File: src/rtl/stamp_rx_pkg.sv
package stamp_rx_pkg;
  localparam int STAMP_W = 24;
  localparam int CHAR_W  = 8;
  localparam int WORD_W  = STAMP_W + CHAR_W;

  typedef enum logic [2:0] {
    RX_IDLE,
    RX_START,
    RX_DATA,
    RX_STOP,
    RX_HOLD
  } rx_state_e;

  // Join a count stamp and a character into one queue word.
  function automatic logic [WORD_W-1:0] pack_word(
      input logic [STAMP_W-1:0] stamp,
      input logic [CHAR_W-1:0]  ch);
    return {stamp, ch};
  endfunction

  // Queue level at or above the service threshold.
  function automatic logic over_mark(input int unsigned lvl, input int unsigned mark);
    return lvl >= mark;
  endfunction
endpackage

File: src/rtl/rx_line_sync.sv
module rx_line_sync #(
  parameter int STAGES = 2
) (
  input  logic clk,
  input  logic rst_n,
  input  logic d_in,
  output logic d_out
);
  logic [STAGES-1:0] chain_q;

  always_ff @(posedge clk) begin
    if (!rst_n) chain_q <= '1;
    else        chain_q <= {chain_q[STAGES-2:0], d_in};
  end

  assign d_out = chain_q[STAGES-1];
endmodule

File: src/rtl/rx_tick_gen.sv
module rx_tick_gen #(
  parameter int DIV_W = 16
) (
  input  logic             clk,
  input  logic             rst_n,
  input  logic             restart,
  input  logic [DIV_W-1:0] div,
  output logic             tick
);
  logic [DIV_W-1:0] phase_q;
  logic             wrap;

  assign wrap = (phase_q >= div);
  assign tick = wrap && !restart;

  always_ff @(posedge clk) begin
    if (!rst_n)       phase_q <= '0;
    else if (restart) phase_q <= '0;
    else if (wrap)    phase_q <= '0;
    else              phase_q <= phase_q + 1'b1;
  end
endmodule

File: src/rtl/rx_framer.sv
module rx_framer
  import stamp_rx_pkg::*;
#(
  parameter int OVERSAMPLE = 16
) (
  input  logic               clk,
  input  logic               rst_n,
  input  logic               line,
  input  logic               tick,
  input  logic [STAMP_W-1:0] count_in,
  output logic               start_evt,
  output logic               push_evt,
  output logic               frame_err_evt,
  output logic [WORD_W-1:0]  word
);
  localparam int SC_W     = $clog2(OVERSAMPLE);
  localparam int BIT_W    = $clog2(CHAR_W);
  localparam int MID_TICK = OVERSAMPLE / 2 - 1;
  localparam int END_TICK = OVERSAMPLE - 1;

  rx_state_e          state_q;
  logic [SC_W-1:0]    scnt_q;
  logic [BIT_W-1:0]   bitn_q;
  logic [CHAR_W-1:0]  shreg_q;
  logic [STAMP_W-1:0] stamp_q;
  logic               at_mid;
  logic               at_end;

  assign at_mid = tick && (scnt_q == SC_W'(MID_TICK));
  assign at_end = tick && (scnt_q == SC_W'(END_TICK));

  assign start_evt     = (state_q == RX_IDLE) && !line;
  assign push_evt      = (state_q == RX_STOP) && at_end && line;
  assign frame_err_evt = (state_q == RX_STOP) && at_end && !line;
  assign word          = pack_word(stamp_q, shreg_q);

  always_ff @(posedge clk) begin
    if (!rst_n) begin
      state_q <= RX_IDLE;
      scnt_q  <= '0;
      bitn_q  <= '0;
      shreg_q <= '0;
      stamp_q <= '0;
    end else begin
      unique case (state_q)
        RX_IDLE: begin
          if (start_evt) begin
            state_q <= RX_START;
            stamp_q <= count_in;
            scnt_q  <= '0;
          end
        end
        RX_START: begin
          if (at_mid) begin
            scnt_q <= '0;
            bitn_q <= '0;
            if (!line) state_q <= RX_DATA;
            else       state_q <= RX_IDLE;
          end else if (tick) begin
            scnt_q <= scnt_q + 1'b1;
          end
        end
        RX_DATA: begin
          if (at_end) begin
            shreg_q <= {line, shreg_q[CHAR_W-1:1]};
            scnt_q  <= '0;
            if (bitn_q == BIT_W'(CHAR_W - 1)) state_q <= RX_STOP;
            else                              bitn_q  <= bitn_q + 1'b1;
          end else if (tick) begin
            scnt_q <= scnt_q + 1'b1;
          end
        end
        RX_STOP: begin
          if (at_end) begin
            scnt_q  <= '0;
            state_q <= line ? RX_IDLE : RX_HOLD;
          end else if (tick) begin
            scnt_q <= scnt_q + 1'b1;
          end
        end
        RX_HOLD: begin
          if (line) state_q <= RX_IDLE;
        end
        default: state_q <= RX_IDLE;
      endcase
    end
  end
endmodule

File: src/rtl/stamp_fifo.sv
module stamp_fifo
  import stamp_rx_pkg::*;
#(
  parameter int DEPTH    = 128,
  parameter int AF_LEVEL = 96
) (
  input  logic                        clk,
  input  logic                        rst_n,
  input  logic                        push,
  input  logic [WORD_W-1:0]           wdata,
  input  logic                        pop,
  output logic [WORD_W-1:0]           rdata,
  output logic                        not_empty,
  output logic                        full,
  output logic                        almost_full,
  output logic                        drop,
  output logic [$clog2(DEPTH):0]      level
);
  localparam int PTR_W = $clog2(DEPTH);
  localparam int LVL_W = PTR_W + 1;

  logic [WORD_W-1:0] mem [DEPTH];
  logic [PTR_W-1:0]  wptr_q, rptr_q;
  logic [LVL_W-1:0]  lvl_q;
  logic              do_push, do_pop;

  assign full        = (lvl_q == LVL_W'(DEPTH));
  assign not_empty   = (lvl_q != '0);
  assign do_push     = push && !full;
  assign do_pop      = pop && not_empty;
  assign drop        = push && full;
  assign rdata       = mem[rptr_q];
  assign level       = lvl_q;
  assign almost_full = over_mark(int'(lvl_q), AF_LEVEL);

  always_ff @(posedge clk) begin
    if (do_push) mem[wptr_q] <= wdata;
  end

  always_ff @(posedge clk) begin
    if (!rst_n) begin
      wptr_q <= '0;
      rptr_q <= '0;
      lvl_q  <= '0;
    end else begin
      if (do_push) wptr_q <= wptr_q + 1'b1;
      if (do_pop)  rptr_q <= rptr_q + 1'b1;
      unique case ({do_push, do_pop})
        2'b10:   lvl_q <= lvl_q + 1'b1;
        2'b01:   lvl_q <= lvl_q - 1'b1;
        default: lvl_q <= lvl_q;
      endcase
    end
  end
endmodule

File: src/rtl/stamp_rx_channel.sv
module stamp_rx_channel
  import stamp_rx_pkg::*;
#(
  parameter int DIV_W       = 16,
  parameter int DIV_RESET   = 26,
  parameter int DEPTH       = 128,
  parameter int AF_LEVEL    = 96,
  parameter int SYNC_STAGES = 2,
  parameter int OVERSAMPLE  = 16
) (
  input  logic               clk,
  input  logic               rst_n,
  input  logic               div_we,
  input  logic [DIV_W-1:0]   div_wdata,
  input  logic [STAMP_W-1:0] count_in,
  input  logic               rx_line,
  input  logic               rd_en,
  input  logic               overrun_clr,
  output logic [WORD_W-1:0]  rd_data,
  output logic               rd_valid,
  output logic               almost_full,
  output logic               overrun
);
  localparam int LVL_W = $clog2(DEPTH) + 1;

  logic [DIV_W-1:0]  div_q;
  logic              line_s;
  logic              tick;
  logic              start_evt;
  logic              push_evt;
  logic              frame_err_evt;
  logic              drop_evt;
  logic              fifo_full;
  logic [WORD_W-1:0] rx_word;
  logic [LVL_W-1:0]  fifo_level;
  logic              overrun_q;

  always_ff @(posedge clk) begin
    if (!rst_n)      div_q <= DIV_W'(DIV_RESET);
    else if (div_we) div_q <= div_wdata;
  end

  rx_line_sync #(.STAGES(SYNC_STAGES)) u_sync (
    .clk   (clk),
    .rst_n (rst_n),
    .d_in  (rx_line),
    .d_out (line_s)
  );

  rx_tick_gen #(.DIV_W(DIV_W)) u_tick (
    .clk     (clk),
    .rst_n   (rst_n),
    .restart (start_evt),
    .div     (div_q),
    .tick    (tick)
  );

  rx_framer #(.OVERSAMPLE(OVERSAMPLE)) u_frame (
    .clk           (clk),
    .rst_n         (rst_n),
    .line          (line_s),
    .tick          (tick),
    .count_in      (count_in),
    .start_evt     (start_evt),
    .push_evt      (push_evt),
    .frame_err_evt (frame_err_evt),
    .word          (rx_word)
  );

  stamp_fifo #(.DEPTH(DEPTH), .AF_LEVEL(AF_LEVEL)) u_fifo (
    .clk         (clk),
    .rst_n       (rst_n),
    .push        (push_evt),
    .wdata       (rx_word),
    .pop         (rd_en),
    .rdata       (rd_data),
    .not_empty   (rd_valid),
    .full        (fifo_full),
    .almost_full (almost_full),
    .drop        (drop_evt),
    .level       (fifo_level)
  );

  always_ff @(posedge clk) begin
    if (!rst_n)           overrun_q <= 1'b0;
    else if (drop_evt)    overrun_q <= 1'b1;
    else if (overrun_clr) overrun_q <= 1'b0;
  end

  assign overrun = overrun_q;
endmodule

File: config.mk
export PLATFORM = sky130hd
export DESIGN_NAME = stamp_rx_channel
export DESIGN_NICKNAME = d
export VERILOG_FILES = /design/src/rtl/stamp_rx_pkg.sv /design/src/rtl/rx_line_sync.sv /design/src/rtl/rx_tick_gen.sv /design/src/rtl/rx_framer.sv /design/src/rtl/stamp_fifo.sv /design/src/rtl/stamp_rx_channel.sv
export SDC_FILE = /design/constraint.sdc
export NUM_CORES = 2
export LEC_CHECK = 0
export BUFFER_PORTS_ARGS = -buffer_cell sky130_fd_sc_hd__buf_2
export CELL_PAD_IN_SITES_DETAIL_PLACEMENT = 0
export CELL_PAD_IN_SITES_GLOBAL_PLACEMENT = 2
export CORE_MARGIN = 2
export CORE_UTILIZATION = 30
export DETAILED_ROUTE_END_ITERATION = 6
export MAX_ROUTING_LAYER = met4
export PLACE_DENSITY_LB_ADDON = 0.15
export SLEW_MARGIN = 25
export SYNTH_ARGS = -nofsm -noshare
export SYNTH_HDL_FRONTEND = slang
export SYNTH_SLANG_ARGS = --single-unit
File: constraint.sdc
create_clock -name clk -period 3.95 [get_ports clk]
set_input_delay 0.395 -clock clk [delete_from_list [all_inputs] [get_ports clk]]
set_output_delay 0.395 -clock clk [all_outputs]
set_load 0.02 [all_outputs]
=== Yosys cells after proc, flatten, opt, wreduce, memory -nomap -nowiden ===
Memory sizes are Yosys's and may differ from the RTL's. A register that Yosys moved wholly into a read port is not among the register bits.
Index checks and enable logic that the tools add are counted.

* $add $sub $neg: 7
* Order comparisons: 2
* Equal/unequal tests: 17
* Muxes and demuxes: 25
* Bitwise logic cells: 1
* Reduce and logical (&&, ||, !) cells: 25

{| class="wikitable"
|+ Operator list
! cell !! count
|-
| two-way mux 3 bit || 10
|-
| adder 16 x 1 -> 16 bit, second input constant || 1
|-
| greater-or-equal comparator 16 bit || 1
|-
| two-way mux 4 bit || 4
|-
| case mux 8 bit (2 select lines) || 1
|-
| case mux 3 bit (5 select lines) || 1
|-
| adder 7 x 1 -> 7 bit, second input constant || 2
|-
| two-way mux 7 bit || 2
|-
| case mux 4 bit (3 select lines) || 1
|-
| logical AND 1 bit || 9
|-
| adder 8 x 1 -> 8 bit, second input constant || 1
|-
| == test 8 bit, second input constant || 1
|-
| greater-or-equal comparator 8 x 7 -> 1 bit, second input constant || 1
|-
| inequality test 2 x 1 -> 1 bit, second input constant || 4
|-
| nonzero test 8 bit || 1
|-
| subtractor 8 x 1 -> 8 bit, second input constant || 1
|-
| == test 3 x 2 -> 1 bit, second input constant || 2
|-
| == test 3 bit, second input constant || 2
|-
| inequality test 2 bit, second input constant || 3
|-
| case mux 3 bit (2 select lines) || 1
|-
| AND reduction 2 bit || 3
|-
| AND reduction 6 bit || 1
|-
| nonzero test 2 bit || 3
|-
| adder 4 x 1 -> 4 bit, second input constant || 1
|-
| 15 further kinds || 20
|}

* Bits in registers: 99
* Memory bits (writable): 4,096
* Bits of input ports: 46
* Output and inout port bits: 35
* Word-level logic and storage cells: 90
* Memories kept: 1

{| class="wikitable"
|+ Memories
! name !! words !! width !! read ports !! clocked after memory_dff !! wr ports !! line !! source
|-
| u_fifo.mem || 128 || 32 || 1 || 1 || 1 || stamp_fifo.sv:22 || <nowiki>logic [WORD_W-1:0] mem [DEPTH];</nowiki>
|}

=== Logic depth before layout (Yosys ltp) ===
* Word-level depth: 10
* Gate-level depth with buffers: 22
* Depth with buffers taken out: 20

=== Cells and area by module ===
From an unflattened synthesis, not the netlist that was laid out.

* Cell total of the unflattened synthesis: 7,642
* Area total of the unflattened synthesis: 159,874.6 µm²

{| class="wikitable"
|+ Modules (own cells, without submodules)
! module !! times used !! cells an instance !! area each (µm²) !! sequential area each (µm²)
|-
| stamp_fifo || 1 || 7,249 || 156,253.6 || 123,578.5
|-
| rx_framer || 1 || 202 || 1,724.2 || 840.8
|-
| rx_tick_gen || 1 || 133 || 1,201.2 || 320.3
|-
| stamp_rx_channel || 1 || 54 || 643.1 || 340.3
|-
| rx_line_sync || 1 || 4 || 52.6 || 40.0
|}

=== Least setup slack after synthesis ===
Ideal clock, no wire load.

* Path type: register -> register
* Start point: register div_q[2]
* End point: register u_fifo.lvl_q[6] (netlist: u_fifo.level[6])
* Setup time: 0.115 ns
* Arrival time: 4.207 ns
* Required time: 3.835 ns
* Path slack: -0.372 ns
* Stages on the path, launching flop included: 23
* Path buffers: 2
* Clock period less this slack: 4.322 ns
* Cells stage by stage: dfxtp_1 inv_1 ha_1 a211oi_1 o21ai_0 a211oi_1 o21bai_1 a21oi_2 nor2_2 inv_2 ha_1 clkbuf_1 buf_1 xor2_1 ha_1 a21oi_1 and3b_1 a221oi_1 nor3b_1 o21ai_0 a21oi_1 xor2_1 and2_1

* Cells in the longest elaborated chain, start to end: 8
* Elaborated cells between the ends (all ways): 10
* Those cells by class: 1 x order compare; 2 x eq/ne; 1 x mux; 6 x reduce/logical

{| class="wikitable"
|+ Ends and longest elaborated chain
! item !! line !! source
|-
| from (decl) || stamp_rx_channel.sv:26 || <nowiki>logic [DIV_W-1:0] div_q;</nowiki>
|-
| from (signal assigned) || stamp_rx_channel.sv:39 || <nowiki>if (!rst_n) div_q <= DIV_W'(DIV_RESET);</nowiki>
|-
| from (signal assigned) || stamp_rx_channel.sv:40 || <nowiki>else if (div_we) div_q <= div_wdata;</nowiki>
|-
| greater-or-equal comparator 16 bit * || rx_tick_gen.sv:13 || <nowiki>assign wrap = (phase_q >= div);</nowiki>
|-
| logical AND 1 bit * || rx_tick_gen.sv:14 || <nowiki>assign tick = wrap && !restart;</nowiki>
|-
| logical AND 1 bit * || rx_framer.sv:30 || <nowiki>assign at_end = tick && (scnt_q == SC_W'(END_TICK));</nowiki>
|-
| logical AND 1 bit * || n/a ||
|-
| logical AND 1 bit * || rx_framer.sv:33 || <nowiki>assign push_evt = (state_q == RX_STOP) && at_end && line;</nowiki>
|-
| logical AND 1 bit * || stamp_fifo.sv:29 || <nowiki>assign do_push = push && !full;</nowiki>
|-
| == test 2 x 1 -> 1 bit or == test 2 bit (tied branches) || stamp_fifo.sv:48 || <nowiki>unique case ({do_push, do_pop})</nowiki>
|-
| case mux 8 bit (2 select lines) or nonzero test 2 bit (tied branches) || n/a ||
|-
| to (signal assigned) || stamp_fifo.sv:49 || <nowiki>2'b10: lvl_q <= lvl_q + 1'b1;</nowiki>
|-
| to (signal assigned) || stamp_fifo.sv:50 || <nowiki>2'b01: lvl_q <= lvl_q - 1'b1;</nowiki>
|-
| to (signal assigned) || stamp_fifo.sv:51 || <nowiki>default: lvl_q <= lvl_q;</nowiki>
|-
| to (decl) || stamp_fifo.sv:24 || <nowiki>logic [LVL_W-1:0] lvl_q;</nowiki>
|}

Mark *: on every way between the ends. The rest lies on a longest branch, timed or not.
A chain may end at the register's enable or synchronous reset.

==> key figures <==
Clock network
  – CTS tree: done
  – Worst-path clk slew: 0.06 ns
  – Num CTS Buffers: 458
  – Htree depth: 5
  – Clock latency on the worst-skew pair: 1.01 ns
  – Maximum clock path buffer count: 4
  – Clk sink count: 4,202
  – Clk root buf: clkbuf_16

Routing
  – Met2 Wirelength: 241,700 um
  – Vias: 75,310
  – Wirelength per Cell: 32.99 um
  – DR top layer: met4
  – Iter 0 DRT Violations: 7,425
  – Total routed wirelength: 494,200 um
  – Met1 WL: 214,800 um
  – DR pass1 iterations: 7
  – Metal3 WL: 28,750 um
  – DR DRC count: 0
  – Final ANT Viol Nets: 0
  – Vias/cell: 5.028

Power and ir drop
  – VDD IR-drop max: 0.0004062 V
  – Leakage: 59.87 nW
  – Total power: 92.04 mW
  – Power Dens Cells: 467.4 nW/um2

Timing
  – Fmax: 213.7 MHz
  – Setup ws final: -0.7299 ns
  – RSZ-0062 raised after global routing: true
  – Pin slew with the least headroom to its limit: 1.029 ns
  – # setup viols final: 32
  – Setup total negative slack: -21.54 ns
  – Period utilization: 118.5%
  – Final Hold Vio Count: 0
  – Skew final: 0.08999 ns
  – Min cycle time layout: 4.680 ns
  – Final Max Tran Viols: 0
  – Slew margin rel.: 31.38%

Synthesis
  – Mapped cell area: 160,700 um2
  – Yosys cell types: 57
  – Mapped Avg Cell Area: 24.39 um2
  – FF+latch count, synth: 4,202
  – Ys async rst share: 0%
  – Register area share after synthesis: 77.87%
  – Ys Warns: 0
  – Top FF cell, synth: edfxtp_1
  – Post-Syn Nets: 6,658
  – Yosys top cell by area: edfxtp_1
  – Mapped Cells: 6,587
  – Top cells by area, synth: edfxtp_1, mux4_2, dfxtp_1, mux2i_1, clkbuf_1
  – Top-area cell type share of the netlist area: 76.54%
  – EDFF count, synth: 4,096

Run status
  – Failing checks: setup timing
  – Status: complete, but fails checks

Floorplan
  – Cell Rows: 268
  – Chip Height: 735.9 um
  – Die W: 735.9 um
  – I/O pins: 81
  – Die footprint: 541,500 um2
  – Initial core utilization: 30.14%
  – Core area: 533,200 um2

Layout
  – Layout cells sized above 1: 37.96%
  – Final cell count without fillers: 14,980
  – Reg area: 125,300 um2
  – Fillers: 48,140
  – Area Growth Syn to Fin: 22.55%
  – Non-Filler Cell Area, Final: 196,900 um2
  – Final nets: 7,628
  – Multi-input logic area: 35,440 um2

Critical path
  – CP max-delay cell: mux4_2
  – WP buf/inv: 5
  – CP required: 3.56 ns
  – Critical path capture point type: primary output
  – Worst stage delay on the critical path: 0.65 ns
  – Crit-path cells: buf_12 > buf_16 > buf_12 > buf_12 > mux4_2 > mux4_2 > mux4_2 > o21a_4 > buf_6
  – Cell family with most CP delay: multiplexers
  – Worst setup path class: flop to primary output
  – Worst-path fanout max: 9
  – WP data arrival: 4.28 ns
  – CP Launch Type: flop

Place
  – HPWL after DPL: 293,400 um
  – Dpl cells: 13,930
  – Placed Area: 177,800 um2
  – IO Port Bufs: 80
  – Placer congestion estimate: 0.7771

Global route
  – Total GRT Usage: 18.54%
  – Vias in the first global route: 78,680
  – Largest net degree at the start of global routing: 130
  – First-pass GRT wire length: 675,700 um
  – Initial antenna violation count: 32
  – Grt ovf: 0

Flow run
  – Max-cap violations: 0

Worst hold path
  – Hold Crit Class: primary input to flop
==> routing by layer <==
layer  vias up  global-route usage (%)
li1      30550                       -
met1     42270                   25.02
met2      1959                   29.92
met3       527                   3.135
met4         0                   3.338
met5         -                       -
==> placed cells by master (no fill, tap or decap), types with 22 or more instances in the layout <==
cell type / n
dfxtp_1: 66
edfxtp_1: 4096
nor2_4: 128
clkbuf_1: 93
a21boi_0: 33
nor2b_1: 31
buf_16: 54
clkbuf_16: 467
dfxtp_4: 37
buf_6: 73
mux4_2: 1308
buf_4: 273
inv_1: 22
ha_1: 22
bufinv_16: 53
mux2i_1: 78
dlygate4sd3_1: 62
buf_12: 324
clkinv_2: 77
nand2_1: 94
clkinv_1: 110
buf_2: 48
o21a_4: 22
a22oi_2: 25
nor2_1: 40
==> registers in the layout (all words and copies together) (netlist names), named ones only <==
register	count
u_fifo.mem	4096
u_frame.stamp_q	24
div_q	16
u_tick.phase_q	16
u_fifo.level	8
u_frame.shreg_q	8
u_fifo.rptr_q	7
u_fifo.wptr_q	7
u_frame.scnt_q	4
u_frame.bitn_q	3
u_frame.state_q	3
u_sync.chain_q	2
overrun	1
==> worst reg2reg max path, delay by kind of cell, from the launching register on <==
| kind | cells | cell delay, ns |
|---|---|---|
| AND/OR/NAND/NOR | 5 | 1.29 |
| buffers and inverters | 3 | 0.31 |
| AO/OA/AOI/OAI | 8 | 1.31 |
| flip-flops | 1 | 0.33 |
| XOR/XNOR | 1 | 0.16 |
| adder cells (fa/ha/maj) | 2 | 0.37 |
==> final cells by class <==
cell class | instances | share of cell area (%)
flip-flops and latches | 4202 | 63.61
multi-input cells | 2009 | 18.00
repair buffers | 862 | 6.259
clock buffers | 554 | 6.035
well taps | 7020 | 4.460
clock inverters | 289 | 1.569
inverters | 24 | 0.04575
diodes | 19 | 0.02414
==> cell usage after synthesis, types with 10 or more instances <==
| cell | number |
|---|---|
| xor2_1 | 17 |
| mux4_2 | 1308 |
| nor2b_1 | 32 |
| nor2_1 | 168 |
| or3_1 | 13 |
| dfxtp_1 | 106 |
| a22oi_1 | 28 |
| mux2i_1 | 88 |
| a21oi_1 | 13 |
| buf_2 | 120 |
| nand4_1 | 12 |
| inv_1 | 23 |
| nand3_1 | 15 |
| nand2_1 | 95 |
| edfxtp_1 | 4096 |
| clkbuf_1 | 181 |
| buf_4 | 10 |
| o21a_1 | 28 |
| o21ai_0 | 12 |
| buf_1 | 37 |
| ha_1 | 25 |
| and2_1 | 16 |
| a21boi_0 | 36 |
| xnor2_1 | 15 |
==> metrics by stage <==
step,utilization (%),setup WS [ns],hold slack [ns]
2_1_floorplan,-,-0.2050,0.3863
3_3_place_gp,33.34,-0.5455,0.4039
3_5_place_dp,33.34,-0.3203,0.4022
4_1_cts,36.84,-0.8673,0.07433
5_1_grt,36.93,-0.8104,0.1522
6_report,36.94,-0.7299,0.1925
==> path summary, 6_finish.rpt <==
kind | from | end | slack [ns] | cells past startpoint
min | count_in[13] | u_frame.stamp_q[13]$_SDFFE_PN0P_ | 0.19 | 4
max | flop | rd_data[11] | -0.73 | 9
max reg2reg | div_q[2]$_SDFFE_PN0P_ | u_fifo.level[7]$_SDFFE_PN0P_ | 0.13 | 19
min reg2reg | u_sync.chain_q[0]$_SDFF_PN1_ | u_sync.chain_q[1]$_SDFF_PN1_ | 0.43 | 1
==> kinds of logic (layout without fill, tap and decap cells) <==
group / after synthesis / in the layout / share of synthesized area (%)
and+or+nand+nor: 397 / 397 / 1.143
buffers and inverters: 376 / 1729 / 1.014
DFF: 4202 / 4202 / 77.87
other: 0 / 19 / 0
xor gates and xnor gates: 32 / 32 / 0.1744
adders and majority gates: 25 / 25 / 0.1947
muxes: 1405 / 1405 / 18.94
AOI/OAI and AO/OA: 150 / 150 / 0.6650
==> power breakdown <==
group	internal, mW	switching [mW]	total [mW]
sequential	48.5	0.163	48.7
combinational	0.167	0.360	0.527
clock	24.9	18.0	42.9
total	73.5	18.5	92.0
==> timing repair <==
item	CTS	global route
resized for setup	298	51
setup buffers	72	15
cloned	34	6
hold buffers	62	0
endpoints found under the hold margin	43	0
pin swaps	27	16
endpoints found under the setup margin	36	36
No activity file was read; power rests on OpenSTA's default activity.
